--- config.mk ---
export PLATFORM = sky130hd
export DESIGN_NAME = tc_channel
export DESIGN_NICKNAME = d
export VERILOG_FILES = /design/src/rtl/tc_pkg.sv /design/src/rtl/tc_insync.sv /design/src/rtl/tc_csr.sv /design/src/rtl/tc_pinout.sv /design/src/rtl/tc_channel.sv
export SDC_FILE = /design/constraint.sdc
export NUM_CORES = 1
export LEC_CHECK = 0
export BUFFER_PORTS_ARGS = -buffer_cell sky130_fd_sc_hd__buf_2
export CAP_MARGIN = 20
export CORE_MARGIN = 10
export CORE_UTILIZATION = 25
export DETAILED_ROUTE_END_ITERATION = 8
export GPL_TIMING_DRIVEN = 0
export SYNTH_ARGS = -nofsm -noshare
export SYNTH_HDL_FRONTEND = slang
export SYNTH_HIERARCHICAL = 1
export SYNTH_SLANG_ARGS = --single-unit
--- constraint.sdc ---
create_clock -name clk -period 1.9 [get_ports clk]
set_input_delay 0.38 -clock clk [delete_from_list [all_inputs] [get_ports clk]]
set_output_delay 0.38 -clock clk [all_outputs]
set_load 0.02 [all_outputs]
--- src/rtl/tc_pkg.sv ---
`timescale 1ns/1ps
package tc_pkg;

  localparam int unsigned REG_W = 8;
  localparam int unsigned FLAG_BIT = 7;

  typedef enum logic [1:0] {
    TC_OFF = 2'd0,
    TC_CAP = 2'd1,
    TC_CMP = 2'd2,
    TC_PWM = 2'd3
  } tc_mode_e;

  // Control fields in the bit order of the status byte (bit 6 down to 0)
  typedef struct packed {
    logic       ie;
    logic [1:0] ms;
    logic [1:0] els;
    logic       tov;
    logic       max;
  } tc_cfg_t;

  function automatic tc_mode_e tc_decode(input logic [1:0] ms, input logic [1:0] els);
    if (ms[1]) return TC_PWM;
    if (ms[0]) return TC_CMP;
    if (els != 2'b00) return TC_CAP;
    return TC_OFF;
  endfunction

endpackage

--- src/rtl/tc_insync.sv ---
`timescale 1ns/1ps
module tc_insync #(
  parameter int unsigned STAGES = 2
) (
  input  logic clk,
  input  logic rst,
  input  logic pin_i,
  output logic rise_o,
  output logic fall_o
);

  // STAGES synchronizer flops plus one history flop for edge detection
  logic [STAGES:0] sh_q;

  for (genvar g = 0; g <= STAGES; g++) begin : g_stage
    if (g == 0) begin : g_first
      always_ff @(posedge clk) begin
        if (rst) sh_q[g] <= 1'b0;
        else     sh_q[g] <= pin_i;
      end
    end else begin : g_next
      always_ff @(posedge clk) begin
        if (rst) sh_q[g] <= 1'b0;
        else     sh_q[g] <= sh_q[g-1];
      end
    end
  end

  assign rise_o =  sh_q[STAGES-1] & ~sh_q[STAGES];
  assign fall_o = ~sh_q[STAGES-1] &  sh_q[STAGES];

endmodule

--- src/rtl/tc_csr.sv ---
`timescale 1ns/1ps
module tc_csr
  import tc_pkg::*;
#(
  parameter int unsigned CNT_W  = 16,
  parameter int unsigned ADDR_W = 2
) (
  input  logic              clk,
  input  logic              rst,
  input  logic              rd_en_i,
  input  logic              wr_en_i,
  input  logic [ADDR_W-1:0] addr_i,
  input  logic [REG_W-1:0]  wdata_i,
  input  logic [CNT_W-1:0]  cnt_i,
  input  logic              cap_evt_i,
  input  logic              cmp_en_i,
  output logic [REG_W-1:0]  rdata_o,
  output tc_cfg_t           cfg_o,
  output logic              flag_o,
  output logic              arm_o,
  output logic              evt_o,
  output logic              match_o
);

  localparam int unsigned NB = CNT_W / REG_W;

  logic              flag_q, arm_q;
  tc_cfg_t           cfg_q;
  logic [CNT_W-1:0]  val_w;
  logic [REG_W-1:0]  rd_mux, rdata_q;
  logic              wr_csr, rd_csr;

  assign wr_csr  = wr_en_i && (addr_i == '0);
  assign rd_csr  = rd_en_i && (addr_i == '0);
  assign match_o = cmp_en_i && (cnt_i == val_w);
  assign evt_o   = cap_evt_i | match_o;

  // Value register, one byte slice per generate instance; address 1 = top byte
  for (genvar g = 0; g < NB; g++) begin : g_byte
    logic [REG_W-1:0] byte_q;
    always_ff @(posedge clk) begin
      if (rst)                                         byte_q <= '0;
      else if (cap_evt_i)                              byte_q <= cnt_i[g*REG_W +: REG_W];
      else if (wr_en_i && addr_i == ADDR_W'(NB - g))   byte_q <= wdata_i;
    end
    assign val_w[g*REG_W +: REG_W] = byte_q;
  end

  // Control bits
  always_ff @(posedge clk) begin
    if (rst)         cfg_q <= '0;
    else if (wr_csr) cfg_q <= wdata_i[REG_W-2:0];
  end

  // Sticky flag with arm-then-clear handshake; a new event always wins
  always_ff @(posedge clk) begin
    if (rst) begin
      flag_q <= 1'b0;
      arm_q  <= 1'b0;
    end else if (evt_o) begin
      flag_q <= 1'b1;
      arm_q  <= 1'b0;
    end else if (wr_csr && !wdata_i[FLAG_BIT] && arm_q) begin
      flag_q <= 1'b0;
      arm_q  <= 1'b0;
    end else if (rd_csr && flag_q) begin
      arm_q  <= 1'b1;
    end
  end

  always_comb begin
    rd_mux = '0;
    if (addr_i == '0) begin
      rd_mux = {flag_q, cfg_q};
    end else begin
      for (int b = 0; b < NB; b++) begin
        if (addr_i == ADDR_W'(NB - b)) rd_mux = val_w[b*REG_W +: REG_W];
      end
    end
  end

  always_ff @(posedge clk) begin
    if (rst)          rdata_q <= '0;
    else if (rd_en_i) rdata_q <= rd_mux;
  end

  assign rdata_o = rdata_q;
  assign cfg_o   = cfg_q;
  assign flag_o  = flag_q;
  assign arm_o   = arm_q;

endmodule

--- src/rtl/tc_pinout.sv ---
`timescale 1ns/1ps
module tc_pinout
  import tc_pkg::*;
(
  input  logic       clk,
  input  logic       rst,
  input  tc_mode_e   mode_i,
  input  logic [1:0] els_i,
  input  logic       tov_i,
  input  logic       max_i,
  input  logic       match_i,
  input  logic       ovf_i,
  output logic       pin_o
);

  logic pin_q, pin_d, act_lvl, tgl;

  assign act_lvl = (els_i != 2'b11);
  assign tgl     = pin_q ^ (tov_i & ovf_i);

  always_comb begin
    pin_d = pin_q;
    case (mode_i)
      TC_CMP: begin
        pin_d = tgl;
        if (match_i) begin
          case (els_i)
            2'b01:   pin_d = ~tgl;
            2'b10:   pin_d = 1'b0;
            2'b11:   pin_d = 1'b1;
            default: pin_d = tgl;
          endcase
        end
      end
      TC_PWM: begin
        if (max_i)        pin_d = act_lvl;
        else if (match_i) pin_d = ~act_lvl;
        else if (ovf_i)   pin_d = act_lvl;
      end
      default: pin_d = 1'b0;
    endcase
  end

  always_ff @(posedge clk) begin
    if (rst) pin_q <= 1'b0;
    else     pin_q <= pin_d;
  end

  assign pin_o = pin_q;

endmodule

--- src/rtl/tc_channel.sv ---
`timescale 1ns/1ps
module tc_channel
  import tc_pkg::*;
#(
  parameter int unsigned CNT_W       = 16,
  parameter int unsigned SYNC_STAGES = 2
) (
  input  logic                                  clk,
  input  logic                                  rst,
  input  logic [CNT_W-1:0]                      cnt_i,
  input  logic                                  ovf_i,
  input  logic                                  pin_i,
  input  logic                                  rd_en_i,
  input  logic                                  wr_en_i,
  input  logic [$clog2(CNT_W/REG_W+1)-1:0]      addr_i,
  input  logic [REG_W-1:0]                      wdata_i,
  output logic [REG_W-1:0]                      rdata_o,
  output logic                                  irq_o,
  output logic                                  pin_o
);

  localparam int unsigned ADDR_W = $clog2(CNT_W / REG_W + 1);

  tc_cfg_t  cfg_w;
  tc_mode_e mode_w;
  logic     rise_w, fall_w, cap_evt_w, cmp_en_w;
  logic     flag_w, arm_w, evt_w, match_w;

  assign mode_w    = tc_decode(cfg_w.ms, cfg_w.els);
  assign cmp_en_w  = (mode_w == TC_CMP) || (mode_w == TC_PWM);
  assign cap_evt_w = (mode_w == TC_CAP) &&
                     ((cfg_w.els[0] && rise_w) || (cfg_w.els[1] && fall_w));

  tc_insync #(.STAGES(SYNC_STAGES)) u_sync (
    .clk    (clk),
    .rst    (rst),
    .pin_i  (pin_i),
    .rise_o (rise_w),
    .fall_o (fall_w)
  );

  tc_csr #(.CNT_W(CNT_W), .ADDR_W(ADDR_W)) u_csr (
    .clk       (clk),
    .rst       (rst),
    .rd_en_i   (rd_en_i),
    .wr_en_i   (wr_en_i),
    .addr_i    (addr_i),
    .wdata_i   (wdata_i),
    .cnt_i     (cnt_i),
    .cap_evt_i (cap_evt_w),
    .cmp_en_i  (cmp_en_w),
    .rdata_o   (rdata_o),
    .cfg_o     (cfg_w),
    .flag_o    (flag_w),
    .arm_o     (arm_w),
    .evt_o     (evt_w),
    .match_o   (match_w)
  );

  tc_pinout u_pin (
    .clk     (clk),
    .rst     (rst),
    .mode_i  (mode_w),
    .els_i   (cfg_w.els),
    .tov_i   (cfg_w.tov),
    .max_i   (cfg_w.max),
    .match_i (match_w),
    .ovf_i   (ovf_i),
    .pin_o   (pin_o)
  );

  assign irq_o = flag_w & cfg_w.ie;

endmodule

==> metrics.log <==
INFO  metric status = finished with violations
INFO  metric violated_checks = negative setup slack
INFO  metric synth_async_sr_flop_share = 0
INFO  metric first_global_vias = 1843
INFO  metric multi_input_comb_area = 1180 um^2
INFO  metric synth_top_flop_cell = dfxtp_1
INFO  metric root_buffer = clkbuf_8
INFO  metric via_count = 1859
INFO  metric clk_transition_reported_paths = 0.08 ns
INFO  metric design.portCount = 42
INFO  metric post_synth.cell_area_avg = 8.37 um^2
INFO  metric finalHoldViolations = 0
INFO  metric power.density_cell_area = 722 nW/um^2
INFO  metric routed_wl = 5.92 mm
INFO  metric worstPathMaxFanout = 4
INFO  metric proportion_of_synthesized_chip_area_in_sequential_cells = 0.377
INFO  metric dp_hpwl = 4.57 mm
INFO  metric setup.worst_path.end_class = register
INFO  metric hold_ws = 0.304 ns
INFO  metric utilization = 0.322
INFO  metric gr-total-overflow = 0
INFO  metric rsz0062_at_grt = true
INFO  metric worst-setup-path-type = reg -> reg
INFO  metric clock_tree.htree_level_count = 2
INFO  metric core_area = 7690 um^2
INFO  metric final_layout_size_suffix_gt1_frac = 0.252
INFO  metric post-route-min-period = 1.94 ns
INFO  metric place.port_buffers = 40
INFO  metric postSynthCellCount = 235
INFO  metric p_leak = 1.08 nW
INFO  metric clock_sink_count = 37
INFO  metric area.sequential = 744 um^2
INFO  metric die_h = 109 um
INFO  metric filler_cell_count = 860
INFO  metric grt_max_degree = 14
INFO  metric drt-vias-per-instance = 4.79
INFO  metric setup_violations = 1
INFO  metric drc = 0
INFO  metric critPathLaunch = u_csr/g_byte[0].byte_q[3]
INFO  metric grt_antenna_before_repair = 0
INFO  metric report.final.slew_viol_count = 0
INFO  metric std_cell_rows = 32
INFO  metric fin_worst_skew = 0.00555 ns
INFO  metric first_pass_iters = 4
INFO  metric cts-root-to-sink-buffers = 2
INFO  metric die_area = 11800 um^2
INFO  metric clock_tree_from_tritoncts = done
INFO  metric finish.net_count = 317
INFO  metric detail_route.wl_per_cell = 15.3 um
INFO  metric hold_wc_startpoint = pin_i
INFO  metric setup_ws = -0.0443 ns
INFO  metric grt_pass1_wl = 9.63 mm
INFO  metric max_freq = 514 MHz
INFO  metric ys_ff_latch = 37
INFO  metric n_antenna_cell = 0
INFO  metric worst_ep_required_time = 2.08 ns
INFO  metric timing.rr.start = u_csr/g_byte[0].byte_q[3]
INFO  metric number_of_synthesized_flops_with_an_enable_pin = 0
INFO  metric netlist-cell-type-count = 31
INFO  metric classification_of_the_worst_slack_hold_path = in -> reg
INFO  metric synth_area = 1970 um^2
INFO  metric postCtsHoldBufs = 0
INFO  metric groute.usage.overall = 0.102
INFO  metric final_min_period_over_clock_period = 1.02
INFO  metric cap_viol_max_count = 0
INFO  metric initial_core_util = 0.256
INFO  metric crit_path_start_kind = register
INFO  metric gpl.final_weighted_congestion = 0.846
INFO  metric worstMarginPinSlew = 0.546 ns
INFO  metric yosys_warnings = 6
INFO  metric clk-insertion-delay-late = 0.29 ns
INFO  metric worst-endpoint-arrival = 2.13 ns
INFO  metric area.growth.synth_to_final = 25.8%
INFO  metric syn-num-nets = 267
INFO  metric ant_nets = 0
INFO  metric detail_route.iter0.violations = 141
INFO  metric cts_made_buffers = 5
INFO  metric irDropWorstVdd = 333 uV
INFO  metric slew_headroom = 0.636
INFO  metric die_w = 109 um
## routing by layer
layer	share of wire	track usage	wire [um]
met1	0.47	0.134	2760
met2	0.46	0.156	2710
met3	0.067	0.0295	395
met4	0.010	0.0358	59
met5	0	0	0
## cells by family after synthesis
family | Yosys count | synth area share
muxes | 24 | 0.122
buffers and inverters | 19 | 0.0394
AOI/OAI and AO/OA | 44 | 0.155
and+or+nand+nor | 94 | 0.228
xor gates and xnor gates | 17 | 0.0795
DFF | 37 | 0.377
## metrics by stage
step / total power, mW / cells / area, um^2 / TNS, ns / setup WS, ns
4_1_cts: 1.81 / 388 / 2470 / -0.0618 / -0.0618
5_1_grt: 1.87 / 388 / 2470 / -0.161 / -0.161
6_report: 1.79 / 388 / 2470 / -0.0443 / -0.0443
3_3_place_gp: 1.10 / 377 / 2300 / -0.463 / -0.463
2_1_floorplan: 1.00 / 235 / 1970 / 0 / 0.00610
3_5_place_dp: 1.10 / 377 / 2300 / -0.500 / -0.500
## cells in the final DEF (no fill, tap or decap), types with 2 or more instances in the layout
cell type / count
clkbuf_1: 9
clkbuf_2: 2
nand3_1: 9
buf_2: 45
a211oi_1: 8
nand2_1: 11
nor2b_1: 6
nor2_1: 51
xnor2_1: 8
buf_4: 3
mux2i_1: 24
inv_1: 3
dfxtp_2: 3
clkbuf_8: 5
and2_1: 2
a311oi_1: 5
nor4_2: 2
a31oi_1: 2
dfxtp_1: 34
nor4_1: 2
a21oi_1: 22
nand3b_1: 3
xor2_1: 8
## synthesized netlist by cell type, types with 2 or more instances
cell	n	area, um^2
dfxtp_1	37	741
mux2i_1	24	240
nand3_1	9	45.0
nand3b_1	3	22.5
nor2b_1	6	37.5
buf_2	5	25.0
nor2_1	52	195
and2_1	2	12.5
inv_1	3	11.3
nor4_1	5	31.3
xor2_1	8	70.1
a311oi_1	5	43.8
a211oi_1	9	67.6
nand2_1	11	41.3
a31oi_1	2	12.5
clkbuf_1	11	41.3
xnor2_1	8	70.1
a21oi_1	22	110
## path summary, 6_finish.rpt
kind	endpoint	slack, ns	cells past startpoint
setup / recovery	u_pin/pin_o	-0.04	8
hold / removal	u_sync/sh_q[0]	0.30	2
setup reg to reg	u_pin/pin_o	-0.04	8
hold reg to reg	u_sync/sh_q[1]	0.46	1
## cell type report
class,instances,area share
buffer,16,0.0278
clock inverter,3,0.0187
timing repair buffer,43,0.0900
sequential,37,0.301
multi-input combinational,179,0.479
clock buffer,5,0.0278
inverter,3,0.00455
tap,102,0.0516
## sequential cells by signal (all words and copies together) (netlist names)
signal	cells
u_csr/g_byte.byte_q	16
u_csr/cfg_o	7
u_pin/pin_o	1
u_csr/arm_o	1
u_csr/flag_o	1
u_csr/rdata_o	8
u_sync/sh_q	3
## repair_timing
action / 4_1_cts / 5_1_grt
endpoints found under the setup margin: 1 / 16
gates resized for setup: 7 / 5
setup buffers: 3 / 0
pin swaps: 7 / 0
## worst max-delay path, cell delays in order (launching register included)
cell,delay [ns]
dfxtp_2,0.35
xor2_1,0.17
nor4_2,0.30
nand2_1,0.15
nor4_4,0.32
inv_1,0.11
a211oi_2,0.15
a31oi_1,0.06
a32o_1,0.22
## where the power goes
group | switching [mW] | total [mW] | internal, mW
registers | 0.0244 | 0.831 | 0.806
logic | 0.151 | 0.260 | 0.108
clock network | 0.303 | 0.696 | 0.393
total | 0.479 | 1.79 | 1.31
Power figures use the tool's default switching activity.
